`config.mk`:
```
export PLATFORM = sky130hd
export DESIGN_NAME = tw_slave
export DESIGN_NICKNAME = d
export VERILOG_FILES = /design/src/rtl/tw_pkg.sv /design/src/rtl/tw_sync.sv /design/src/rtl/tw_fsm.sv /design/src/rtl/tw_slave.sv
export SDC_FILE = /design/constraint.sdc
export NUM_CORES = 1
export LEC_CHECK = 0
export ABC_AREA = 1
export BUFFER_PORTS_ARGS = -buffer_cell sky130_fd_sc_hd__clkbuf_2
export CELL_PAD_IN_SITES_DETAIL_PLACEMENT = 1
export CELL_PAD_IN_SITES_GLOBAL_PLACEMENT = 2
export CORE_MARGIN = 2
export CORE_UTILIZATION = 28
export CTS_BUF_LIST = sky130_fd_sc_hd__clkbuf_16
export DETAILED_ROUTE_END_ITERATION = 6
export PLACE_DENSITY_LB_ADDON = 0.1
export SLEW_MARGIN = 20
export SYNTH_ARGS = -nofsm -noshare
export SYNTH_HDL_FRONTEND = slang
export SYNTH_SLANG_ARGS = --single-unit
export TNS_END_PERCENT = 100
```
`constraint.sdc`:
```
create_clock -name clk -period 1.5 [get_ports clk]
set_input_delay 0.375 -clock clk [delete_from_list [all_inputs] [get_ports clk]]
set_output_delay 0.375 -clock clk [all_outputs]
set_load 0.01 [all_outputs]
```
`src/rtl/tw_pkg.sv`:
```
package tw_pkg;

    localparam int          BYTE_W   = 8;
    localparam int          CNT_W    = $clog2(BYTE_W + 2);
    localparam logic [3:0]  DEV_TYPE = 4'b0101;

    typedef enum logic [2:0] {
        PH_IDLE,
        PH_ID,
        PH_INSTR,
        PH_WDATA,
        PH_RDATA,
        PH_HOLD
    } phase_e;

    typedef struct packed {
        logic scl;
        logic sda;
        logic scl_rise;
        logic scl_fall;
        logic start;
        logic stop;
    } bus_ev_t;

    function automatic logic id_match(input logic [BYTE_W-1:0] b, input logic [3:0] pins);
        return (b[BYTE_W-1 -: 4] == DEV_TYPE) && (b[3:0] == pins);
    endfunction

endpackage

```
`src/rtl/tw_sync.sv`:
```
module tw_sync
    import tw_pkg::*;
#(
    parameter int STAGES = 2
) (
    input  logic    clk,
    input  logic    rst,
    input  logic    scl_in,
    input  logic    sda_in,
    output bus_ev_t ev
);
    logic [STAGES-1:0] scl_ff, sda_ff;
    logic              scl_p, sda_p;
    logic              scl_s, sda_s;

    generate
        if (STAGES == 1) begin : g_one
            always_ff @(posedge clk) begin
                if (rst) begin
                    scl_ff <= '1;
                    sda_ff <= '1;
                end else begin
                    scl_ff <= scl_in;
                    sda_ff <= sda_in;
                end
            end
        end else begin : g_chain
            always_ff @(posedge clk) begin
                if (rst) begin
                    scl_ff <= '1;
                    sda_ff <= '1;
                end else begin
                    scl_ff <= {scl_ff[STAGES-2:0], scl_in};
                    sda_ff <= {sda_ff[STAGES-2:0], sda_in};
                end
            end
        end
    endgenerate

    assign scl_s = scl_ff[STAGES-1];
    assign sda_s = sda_ff[STAGES-1];

    always_ff @(posedge clk) begin
        if (rst) begin
            scl_p <= 1'b1;
            sda_p <= 1'b1;
        end else begin
            scl_p <= scl_s;
            sda_p <= sda_s;
        end
    end

    always_comb begin
        ev.scl      = scl_s;
        ev.sda      = sda_s;
        ev.scl_rise = scl_s & ~scl_p;
        ev.scl_fall = ~scl_s & scl_p;
        ev.start    = scl_s & scl_p & sda_p & ~sda_s;
        ev.stop     = scl_s & scl_p & ~sda_p & sda_s;
    end
endmodule

```
`src/rtl/tw_fsm.sv`:
```
module tw_fsm
    import tw_pkg::*;
(
    input  logic              clk,
    input  logic              rst,
    input  bus_ev_t           ev,
    input  logic [3:0]        addr_pins,
    input  logic              busy,
    input  logic              rd_sel,
    input  logic [BYTE_W-1:0] rd_data,
    output logic              sda_oe,
    output logic              byte_stb,
    output logic [BYTE_W-1:0] byte_data,
    output logic              byte_is_data,
    output logic              rd_req,
    output logic              standby,
    output phase_e            phase
);
    localparam logic [CNT_W-1:0] ACK_BIT  = CNT_W'(BYTE_W);
    localparam logic [CNT_W-1:0] POST_ACK = CNT_W'(BYTE_W + 1);

    logic [CNT_W-1:0]  bcnt;
    logic [BYTE_W-1:0] shreg;
    logic              load_pend;
    logic              mack;
    logic              was_read;

    always_ff @(posedge clk) begin
        if (rst) begin
            phase        <= PH_IDLE;
            bcnt         <= '0;
            shreg        <= '0;
            sda_oe       <= 1'b0;
            byte_stb     <= 1'b0;
            byte_data    <= '0;
            byte_is_data <= 1'b0;
            rd_req       <= 1'b0;
            standby      <= 1'b0;
            load_pend    <= 1'b0;
            mack         <= 1'b0;
            was_read     <= 1'b0;
        end else begin
            byte_stb  <= 1'b0;
            rd_req    <= 1'b0;
            load_pend <= 1'b0;
            if (ev.start) begin
                phase    <= PH_ID;
                bcnt     <= '0;
                sda_oe   <= 1'b0;
                standby  <= 1'b0;
                was_read <= 1'b0;
            end else if (ev.stop) begin
                if (was_read) standby <= 1'b1;
                was_read <= 1'b0;
                phase    <= PH_IDLE;
                bcnt     <= '0;
                sda_oe   <= 1'b0;
            end else begin
                if (load_pend) sda_oe <= ~shreg[BYTE_W-1];
                case (phase)
                    PH_ID, PH_INSTR, PH_WDATA: begin
                        if (ev.scl_rise) begin
                            if (bcnt < ACK_BIT) begin
                                shreg <= {shreg[BYTE_W-2:0], ev.sda};
                                bcnt  <= bcnt + 1'b1;
                            end else if (bcnt == ACK_BIT) begin
                                bcnt <= POST_ACK;
                            end
                        end
                        if (ev.scl_fall) begin
                            if (bcnt == ACK_BIT) begin
                                if (phase == PH_ID) begin
                                    if (id_match(shreg, addr_pins) && !busy) begin
                                        sda_oe <= 1'b1;
                                    end else begin
                                        phase <= PH_HOLD;
                                        bcnt  <= '0;
                                    end
                                end else begin
                                    sda_oe       <= 1'b1;
                                    byte_stb     <= 1'b1;
                                    byte_data    <= shreg;
                                    byte_is_data <= (phase == PH_WDATA);
                                end
                            end else if (bcnt == POST_ACK) begin
                                sda_oe <= 1'b0;
                                bcnt   <= '0;
                                if (phase == PH_ID) begin
                                    phase <= PH_INSTR;
                                end else if (phase == PH_INSTR) begin
                                    if (rd_sel) begin
                                        phase     <= PH_RDATA;
                                        shreg     <= rd_data;
                                        rd_req    <= 1'b1;
                                        load_pend <= 1'b1;
                                        was_read  <= 1'b1;
                                    end else begin
                                        phase <= PH_WDATA;
                                    end
                                end
                            end
                        end
                    end
                    PH_RDATA: begin
                        if (ev.scl_rise) begin
                            if (bcnt < ACK_BIT) begin
                                bcnt <= bcnt + 1'b1;
                            end else if (bcnt == ACK_BIT) begin
                                mack <= ~ev.sda;
                                bcnt <= POST_ACK;
                            end
                        end
                        if (ev.scl_fall) begin
                            if (bcnt != '0 && bcnt < ACK_BIT) begin
                                shreg  <= {shreg[BYTE_W-2:0], 1'b0};
                                sda_oe <= ~shreg[BYTE_W-2];
                            end else if (bcnt == ACK_BIT) begin
                                sda_oe <= 1'b0;
                            end else if (bcnt == POST_ACK) begin
                                bcnt <= '0;
                                if (mack) begin
                                    shreg     <= rd_data;
                                    rd_req    <= 1'b1;
                                    load_pend <= 1'b1;
                                end else begin
                                    phase <= PH_HOLD;
                                end
                            end
                        end
                    end
                    default: ;
                endcase
            end
        end
    end
endmodule

```
`src/rtl/tw_slave.sv`:
```
module tw_slave
    import tw_pkg::*;
(
    input  logic       clk,
    input  logic       rst,
    input  logic       scl_in,
    input  logic       sda_in,
    input  logic [3:0] addr_pins,
    input  logic       busy,
    input  logic       rd_sel,
    input  logic [7:0] rd_data,
    output logic       sda_oe,
    output logic       byte_stb,
    output logic [7:0] byte_data,
    output logic       byte_is_data,
    output logic       rd_req,
    output logic       standby
);
    bus_ev_t ev;
    phase_e  phase;

    tw_sync #(.STAGES(2)) u_sync (
        .clk    (clk),
        .rst    (rst),
        .scl_in (scl_in),
        .sda_in (sda_in),
        .ev     (ev)
    );

    tw_fsm u_fsm (
        .clk          (clk),
        .rst          (rst),
        .ev           (ev),
        .addr_pins    (addr_pins),
        .busy         (busy),
        .rd_sel       (rd_sel),
        .rd_data      (rd_data),
        .sda_oe       (sda_oe),
        .byte_stb     (byte_stb),
        .byte_data    (byte_data),
        .byte_is_data (byte_is_data),
        .rd_req       (rd_req),
        .standby      (standby),
        .phase        (phase)
    );
endmodule

```
==> results of run 1 <==
[kinds of logic (layout without fill, tap and decap cells)]
logic type | count (synthesis) | after routing | synth area share [%]
AND/OR/NAND/NOR | 148 | 148 | 32.6
flip-flops | 36 | 36 | 33.5
AO/OA/AOI/OAI | 81 | 81 | 22.2
buffers and inverters | 47 | 132 | 9.49
XOR/XNOR | 1 | 1 | 0.408
adder cells (fa/ha/maj) | 3 | 3 | 1.75
[how the worst min path moves through the flow]
stage	end	slack (ns)	cells after the start
after floorplan	u_sync.scl_ff[1]	0.39	1
after global placement	u_sync.scl_ff[1]	0.39	1
after detailed placement	u_sync.sda_ff[1]	0.40	1
after CTS	u_sync.scl_ff[0]	0.27	2
after global routing	u_sync.scl_ff[0]	0.28	2
final	u_sync.scl_ff[0]	0.27	2
[worst reg2reg max path: stages, from the launching register on]
cell,delay (ns)
dfxtp_2,0.33
inv_4,0.08
ha_4,0.14
nand3_4,0.10
buf_6,0.14
nand3_2,0.06
nand4_1,0.13
nor2_4,0.17
nand3b_1,0.12
nand2_1,0.11
a21oi_2,0.04
[cell type report]
type                            count  area share [%]
Clock buffer                        5            3.96
Clock inverter                      3            1.23
Inverter                           40            5.19
Multi-Input combinational cell    233            43.3
Sequential cell                    36            23.2
Tap cell                           99            3.92
Timing Repair Buffer               84            19.2
[per-layer routing]
layer / track usage [%] / routed length, um / vias up
li1: - / - / 1214
met1: 23.0 / 3510 / 1176
met2: 34.9 / 4020 / 32
met3: 2.57 / 146 / 14
met4: 6.19 / 177 / 0
met5: 0 / 0 / -
[flip-flops by register name (all words and copies together) (netlist names), 2 cells and up]
signal / cells
u_fsm.bcnt: 4
u_fsm.byte_data: 8
u_fsm.phase: 3
u_fsm.shreg: 8
u_sync.scl_ff: 2
u_sync.sda_ff: 2
[through the flow]
stage / setup TNS, ns / power, uW / hold slack, ns / cells
after floorplan: 0 / 1190 / 0.389 / 316
after global placement: -1.27 / 1360 / 0.394 / 488
after detailed placement: -1.61 / 1370 / 0.399 / 488
after CTS: -0.221 / 2580 / 0.271 / 498
after global routing: -1.48 / 2670 / 0.283 / 500
final: -0.129 / 2570 / 0.272 / 500
[repair_timing]
| action | in CTS | in global routing |
|---|---|---|
| setup buffers | 2 | 2 |
| gates resized for setup | 18 | 35 |
| setup endpoints to repair | 22 | 21 |
| gates cloned | 0 | 0 |
| hold buffers | 0 | 0 |
| pin swaps | 6 | 15 |
[where the power goes]
part	internal [uW]	leakage (uW)	switching, uW
clock network	776	0.0000850	425
logic	159	0.00105	203
registers	982	0.000296	24.3
[cells in the final DEF (no fill, tap or decap), types with 9 or more instances in the layout]
cell type,instances
nor2_1,22
a21oi_1,26
inv_1,28
nand2_2,11
o21ai_0,21
buf_4,47
o21ai_1,9
nand3_1,15
o211ai_1,13
nand2_1,62
clkbuf_2,30
dfxtp_1,28
==> reports/qor.log, run 1 <==
INFO  outcome        run_status=finished with violations
INFO  outcome        violations_in_the_final_reports=setup timing
INFO  worst_setup_path setup.worst_path.end_class=register
INFO  cts            clk_latency=0.28ns
INFO  logic_synthesis seq_area_frac_synth=33.5%
INFO  finish         fillerInstances=937
INFO  sta            fin_worst_skew=0.00427ns
INFO  logic_synthesis ys_top_cells_by_count=nand2_1 (70), dfxtp_1 (36), inv_1 (30)
INFO  route          dr.pass1.iters=4
INFO  worst_setup_path timing.reg2reg.worst_path_depth=10
INFO  placement      detailedPlacementHpwl=5.98mm
INFO  finish         layout-drive-gt1-share=40.9%
INFO  cts            cts_root_buf=clkbuf_16
INFO  worst_setup_path timing.critical_path.fanout_max=4
INFO  logic_synthesis async_reset_ff_share=0%
INFO  worst_setup_path critical-path-slowest-cell=dfxtp_2
INFO  worst_setup_path timing.critical_path.to=u_fsm.phase[2]
INFO  placement      dp_worst_setup_slack=-0.158ns
INFO  worst_setup_path worst_ep_arrival_time=1.71ns
INFO  sta            fin_crit_sh=102%
INFO  worst_setup_path critical_path.top_delay_family=simple AND/OR/NAND/NOR gates
INFO  die            floorplan.io_pins=31
INFO  finish         finish.net_count=421
INFO  placement      gp_routability_congestion=0.852
INFO  worst_setup_path worstPathCellList=inv_4, ha_4, nand3_4, buf_6, nand3_2, nand4_1, nor2_4, nand3b_1, nand2_1, a21oi_2
INFO  global_route   grt_antenna_before_repair=0
INFO  logic_synthesis synthesis.nets=337
INFO  worst_setup_path buf_inv_on_cp=2
INFO  min_path       hold_path_startpoint=scl_in
INFO  worst_setup_path rr_startpoint=u_fsm.bcnt[1]
INFO  sta            slew_viol_final=0
INFO  sta            setup_repair_after_global_routing_missed_its_margin=yes
INFO  placement      placed_area=2800squm
INFO  route          post_route_drc=0
INFO  worst_setup_path worst_ep_required_time=1.68ns
INFO  worst_setup_path crit_path_start_kind=register
INFO  worst_setup_path timing.critical_path.from=u_fsm.bcnt[1]
INFO  worst_setup_path worst-path-stages=10
INFO  min_path       worst_hold_path_type=in2reg
INFO  cts            cts-htree-levels=2
INFO  route          route.antenna.remaining_nets=0
INFO  die            row_count=31
INFO  finish         antennaDiodeCount=0
INFO  logic_synthesis number_of_register_bits_inferred_by_synthesis=36
INFO  route          drt_iter0_drc=54
INFO  sta            tightest_slew=0.315ns
INFO  sta            fin_worst_setup_slack=-0.0280ns
INFO  global_route   vias_in_the_first_global_route=2497
INFO  sta            post-route-min-period=1.53ns
INFO  sta            worst_slew_margin_rel=78.8%
INFO  worst_setup_path crit_reg_reg_endpoint=u_fsm.phase[2]
INFO  sta            report.final.hold_viol_count=0
INFO  finish         multi_input_comb_area=1370squm
INFO  route          dr_total_vias=2436
INFO  die            die_h=91.6um
INFO  logic_synthesis synth_enable_flop_cells=0
INFO  finish         stdcell_area=3160squm
INFO  cts            cts_tree=built
INFO  worst_setup_path timing.reg2reg.setup_slack=-0.03ns
INFO  logic_synthesis synth_area=2150squm
INFO  logic_synthesis dominantRegCellSynth=dfxtp_1
INFO  die            width_of_the_die=91.6um
INFO  logic_synthesis avgSynthCellArea=6.80squm
INFO  cts            clock_path_buffers=2
INFO  logic_synthesis netlist-cell-type-count=34
INFO  worst_setup_path critPathKind=reg2reg
INFO  run            max_cap_viol_count=0
INFO  global_route   grtUsageTotal=19.2%
INFO  die            die_area=8390squm
INFO  die            core_area=7330squm
INFO  logic_synthesis synth.most_common_cell=nand2_1
INFO  placement      port_buffers=30
INFO  logic_synthesis synthesis.instances=316
INFO  finish         utilization=43.1%
INFO  cts            number_of_clock_buffers_inserted_by_tritoncts=5
INFO  logic_synthesis netlist.top_cell.by_area=dfxtp_1
INFO  power_and_ir_drop power_density=813nW/um^2
INFO  finish         syn_to_final_growth=47.1%
INFO  finish         area.sequential=733squm
INFO  route          drt_wl_total=7.85mm
INFO  sta            setup_viol=9
INFO  cts            cts_num_sinks=36
INFO  logic_synthesis synthTopCellsByArea=dfxtp_1 (34%), nand2_1 (12%), a21oi_1 (6.3%), o21ai_0 (5.8%), inv_1 (5.2%)
INFO  cts            clk_pin_slew_worst_paths=0.06ns
INFO  route          vias_per_cell=4.87
INFO  die            initial_core_util=29.3%
INFO  worst_setup_path worst_path_largest_cell_delay=0.33ns
INFO  power_and_ir_drop p_leak=0.00143uW
INFO  global_route   grt_max_degree=19
INFO  logic_synthesis synth_top_area_share=33.5%
INFO  global_route   grt_first_pass_wirelength=12.6mm
INFO  route          post_drt_wl_per_cell=15.7um
INFO  global_route   gr-total-overflow=0
INFO  logic_synthesis synth-warning-count=0
INFO  sta            achievable-frequency=0.654GHz
INFO  power_and_ir_drop ir_drop=0.464mV
No activity file was read; power rests on OpenSTA's default activity.
==> run 2: changes to the inputs <==
--- a/config.mk
+++ b/config.mk
@@ -10,7 +10,7 @@
 export CELL_PAD_IN_SITES_DETAIL_PLACEMENT = 1
 export CELL_PAD_IN_SITES_GLOBAL_PLACEMENT = 2
 export CORE_MARGIN = 2
-export CORE_UTILIZATION = 28
+export CORE_UTILIZATION = 34
 export CTS_BUF_LIST = sky130_fd_sc_hd__clkbuf_16
 export DETAILED_ROUTE_END_ITERATION = 6
 export PLACE_DENSITY_LB_ADDON = 0.1
==> constraint.sdc (replaced) <==
create_clock -name clk -period 1.8 [get_ports clk]
set_input_delay 0.45 -clock clk [delete_from_list [all_inputs] [get_ports clk]]
set_output_delay 0.45 -clock clk [all_outputs]
set_load 0.01 [all_outputs]
==> run 2 against run 1 <==
- the run now ends clean
- die area shrank 17%
- worst setup slack improved by 0.16 ns
- critical path type unchanged
- clock power is 17% lower
- routed wire length shrank 14%
- critical endpoint is now u_fsm.shreg[0]
- highest routed layer unchanged
- first-iteration DRC count is 26% lower
- sequential power is 17% lower
- final area shrank 16%
- hold slack better by 0.080 ns
- via count decreased by 9.4%
- largest cell class unchanged
- clock-buffer cell count stayed put
- combinational power down 38%
==> reports/qor.log, run 2 (synthesis results as in run 1) <==
INFO  outcome        run_status=finished, final reports clean
INFO  sta            setup_repair_after_global_routing_missed_its_margin=yes
INFO  route          route.antenna.remaining_nets=0 [unchanged]
INFO  cts            clock_path_buffers=2 [unchanged]
INFO  worst_setup_path timing.reg2reg.worst_path_depth=13 [+3]
INFO  sta            fin_worst_skew=0.00541ns [+0.00114 ns]
INFO  power_and_ir_drop power_density=777nW/um^2 [-4.3%]
INFO  cts            cts_root_buf=clkbuf_16
INFO  route          post_route_drc=0 [unchanged]
INFO  die            die_h=83.5um [-8.8%]
INFO  cts            holdBufCountCts=0 [unchanged]
INFO  sta            report.final.hold_viol_count=0 [unchanged]
INFO  placement      detailedPlacementHpwl=5.09mm [-15%]
INFO  route          drt_iter0_drc=40 [-26%]
INFO  min_path       hold_path_depth=2 [unchanged]
INFO  power_and_ir_drop p_leak=0.00119uW [-16%]
INFO  finish         highest_count_cells_in_the_layout_ignoring_fill_and_taps=nand2_1 (69), dfxtp_1 (35), inv_1 (31), clkbuf_2 (30), a21oi_1 (27)
INFO  cts            clk_pin_slew_worst_paths=0.06ns [about the same]
INFO  cts            clk_latency=0.28ns [about the same]
INFO  cts            cts-htree-levels=2 [unchanged]
INFO  sta            fin_worst_setup_slack=0.129ns [+0.157 ns]
INFO  route          post_drt_wl_per_cell=15.4um [-1.8%]
INFO  global_route   grt_first_pass_wirelength=11.2mm [-11%]
INFO  worst_setup_path setup.worst_path.end_class=register
INFO  route          drt_wl_total=6.72mm [-14%]
INFO  run            max_cap_viol_count=0 [unchanged]
INFO  finish         mostFrequentLayoutCell=nand2_1
INFO  placement      dp_worst_setup_slack=0.0494ns [+0.208 ns]
INFO  die            row_count=28 [-9.7%]
INFO  sta            post-route-min-period=1.67ns [+0.143 ns]
INFO  die            width_of_the_die=83.5um [-8.8%]
INFO  min_path       worst_hold_path_type=in2reg
INFO  route          dr_total_vias=2208 [-9.4%]
INFO  die            die_area=6970squm [-17%]
INFO  die            initial_core_util=35.7% [+6.3 points]
INFO  finish         syn_to_final_growth=23.4%
INFO  worst_setup_path worst_ep_arrival_time=1.85ns [+0.14 ns]
INFO  route          vias_per_cell=5.06 [+3.9%]
INFO  sta            worst_hold_slack=0.352ns [+0.0802 ns]
INFO  global_route   grt_antenna_before_repair=0 [unchanged]
INFO  cts            cts_tree=built
INFO  global_route   gr-total-overflow=0 [unchanged]
INFO  global_route   grtUsageTotal=19.8% [+0.63 points]
INFO  power_and_ir_drop ir_drop=0.445mV [-4.2%]
INFO  sta            slew_viol_final=0 [unchanged]
INFO  sta            achievable-frequency=0.598GHz [-8.6%]
INFO  placement      gp_routability_congestion=0.856 [+0.39%]
INFO  finish         layout-drive-gt1-share=25.8% [-15 points]
INFO  finish         largest_registers=u_fsm.byte_data (8), u_fsm.shreg (8), u_fsm.bcnt (4)
INFO  die            floorplan.io_pins=31 [unchanged]
INFO  placement      port_buffers=30 [unchanged]
INFO  global_route   vias_in_the_first_global_route=2274 [-8.9%]
INFO  worst_setup_path worst_ep_required_time=1.98ns [+0.30 ns]
INFO  worst_setup_path timing.critical_path.fanout_max=9 [+5]
INFO  die            core_area=6030squm [-18%]
INFO  cts            number_of_clock_buffers_inserted_by_tritoncts=5 [unchanged]
INFO  worst_setup_path crit_path_start_kind=register
INFO  finish         utilization=44.0% [+0.89 points]
INFO  finish         finish.net_count=381 [-9.5%]
INFO  sta            fin_crit_sh=92.8% [-9.0 points]
INFO  sta            tightest_slew=0.342ns [+0.0267 ns]
INFO  sta            setup_viol=0 [-9]
INFO  finish         antennaDiodeCount=0 [unchanged]
INFO  route          dr.pass1.iters=4 [unchanged]
INFO  cts            cts_num_sinks=36 [unchanged]
INFO  global_route   grt_max_degree=22 [+3]
INFO  worst_setup_path critPathKind=reg2reg
INFO  sta            worst_slew_margin_rel=77.2% [-1.6 points]
## run 2: repair_timing
| item | in CTS | in global routing |
|---|---|---|
| setup buffers | 0 | 4 |
| setup endpoints to repair | 0 | 23 |
| resized for setup | 0 | 9 |
## run 2: critical path: stages (launching register included)
cell,delay (ns)
dfxtp_1,0.31
inv_1,0.11
ha_1,0.21
nand3_4,0.12
inv_2,0.09
nand2_1,0.07
nand2_1,0.06
nand2_1,0.04
nand2_1,0.10
nand2_4,0.11
inv_4,0.12
nand2_1,0.07
a21oi_2,0.10
nor2_1,0.05
## run 2: power breakdown
group	total, uW	internal [uW]	switching (uW)	leakage [uW]
sequential	838	817	21.2	0.000293
combinational	224	83.5	140	0.000816
clock	999	646	353	0.0000850
## run 2: per-stage QoR
step           instances  TNS, ns  power (uW)  area [sq um]
3_3_place_gp         424        0        1080          2420
6_report             436        0        2060          2650
2_1_floorplan        316        0         991          2150
5_1_grt              436   -0.290        2140          2650
3_5_place_dp         424        0        1080          2420
4_1_cts              432        0        2080          2580
## run 2: final timing paths
| check | startpoint | to | slack (ns) |
|---|---|---|---|
| worst max-delay path | u_fsm.bcnt[1] | u_fsm.shreg[0] | 0.13 |
| worst max register to register | u_fsm.bcnt[1] | u_fsm.shreg[0] | 0.13 |
| worst min-delay path | sda_in | u_sync.sda_ff[0] | 0.35 |
| worst min register to register | u_sync.sda_ff[0] | u_sync.sda_ff[1] | 0.41 |
## run 2: area by class of cell
class / count / area [sq um]
multi-input combinational: 233 / 1250
clock buffer: 5 / 125
inverter: 40 / 153
sequential: 36 / 724
tap: 75 / 93.8
timing repair buffer: 44 / 268
fill: 807 / 3370
clock inverter: 3 / 38.8
## run 2: per-layer routing
layer  track usage [%]  up-vias  wire [um]
met3              2.57        9        181
met5                 0        -          0
met2              33.9       34       3300
met1              25.5     1028       3110
li1                  -     1137          -
met4              7.33        0        133
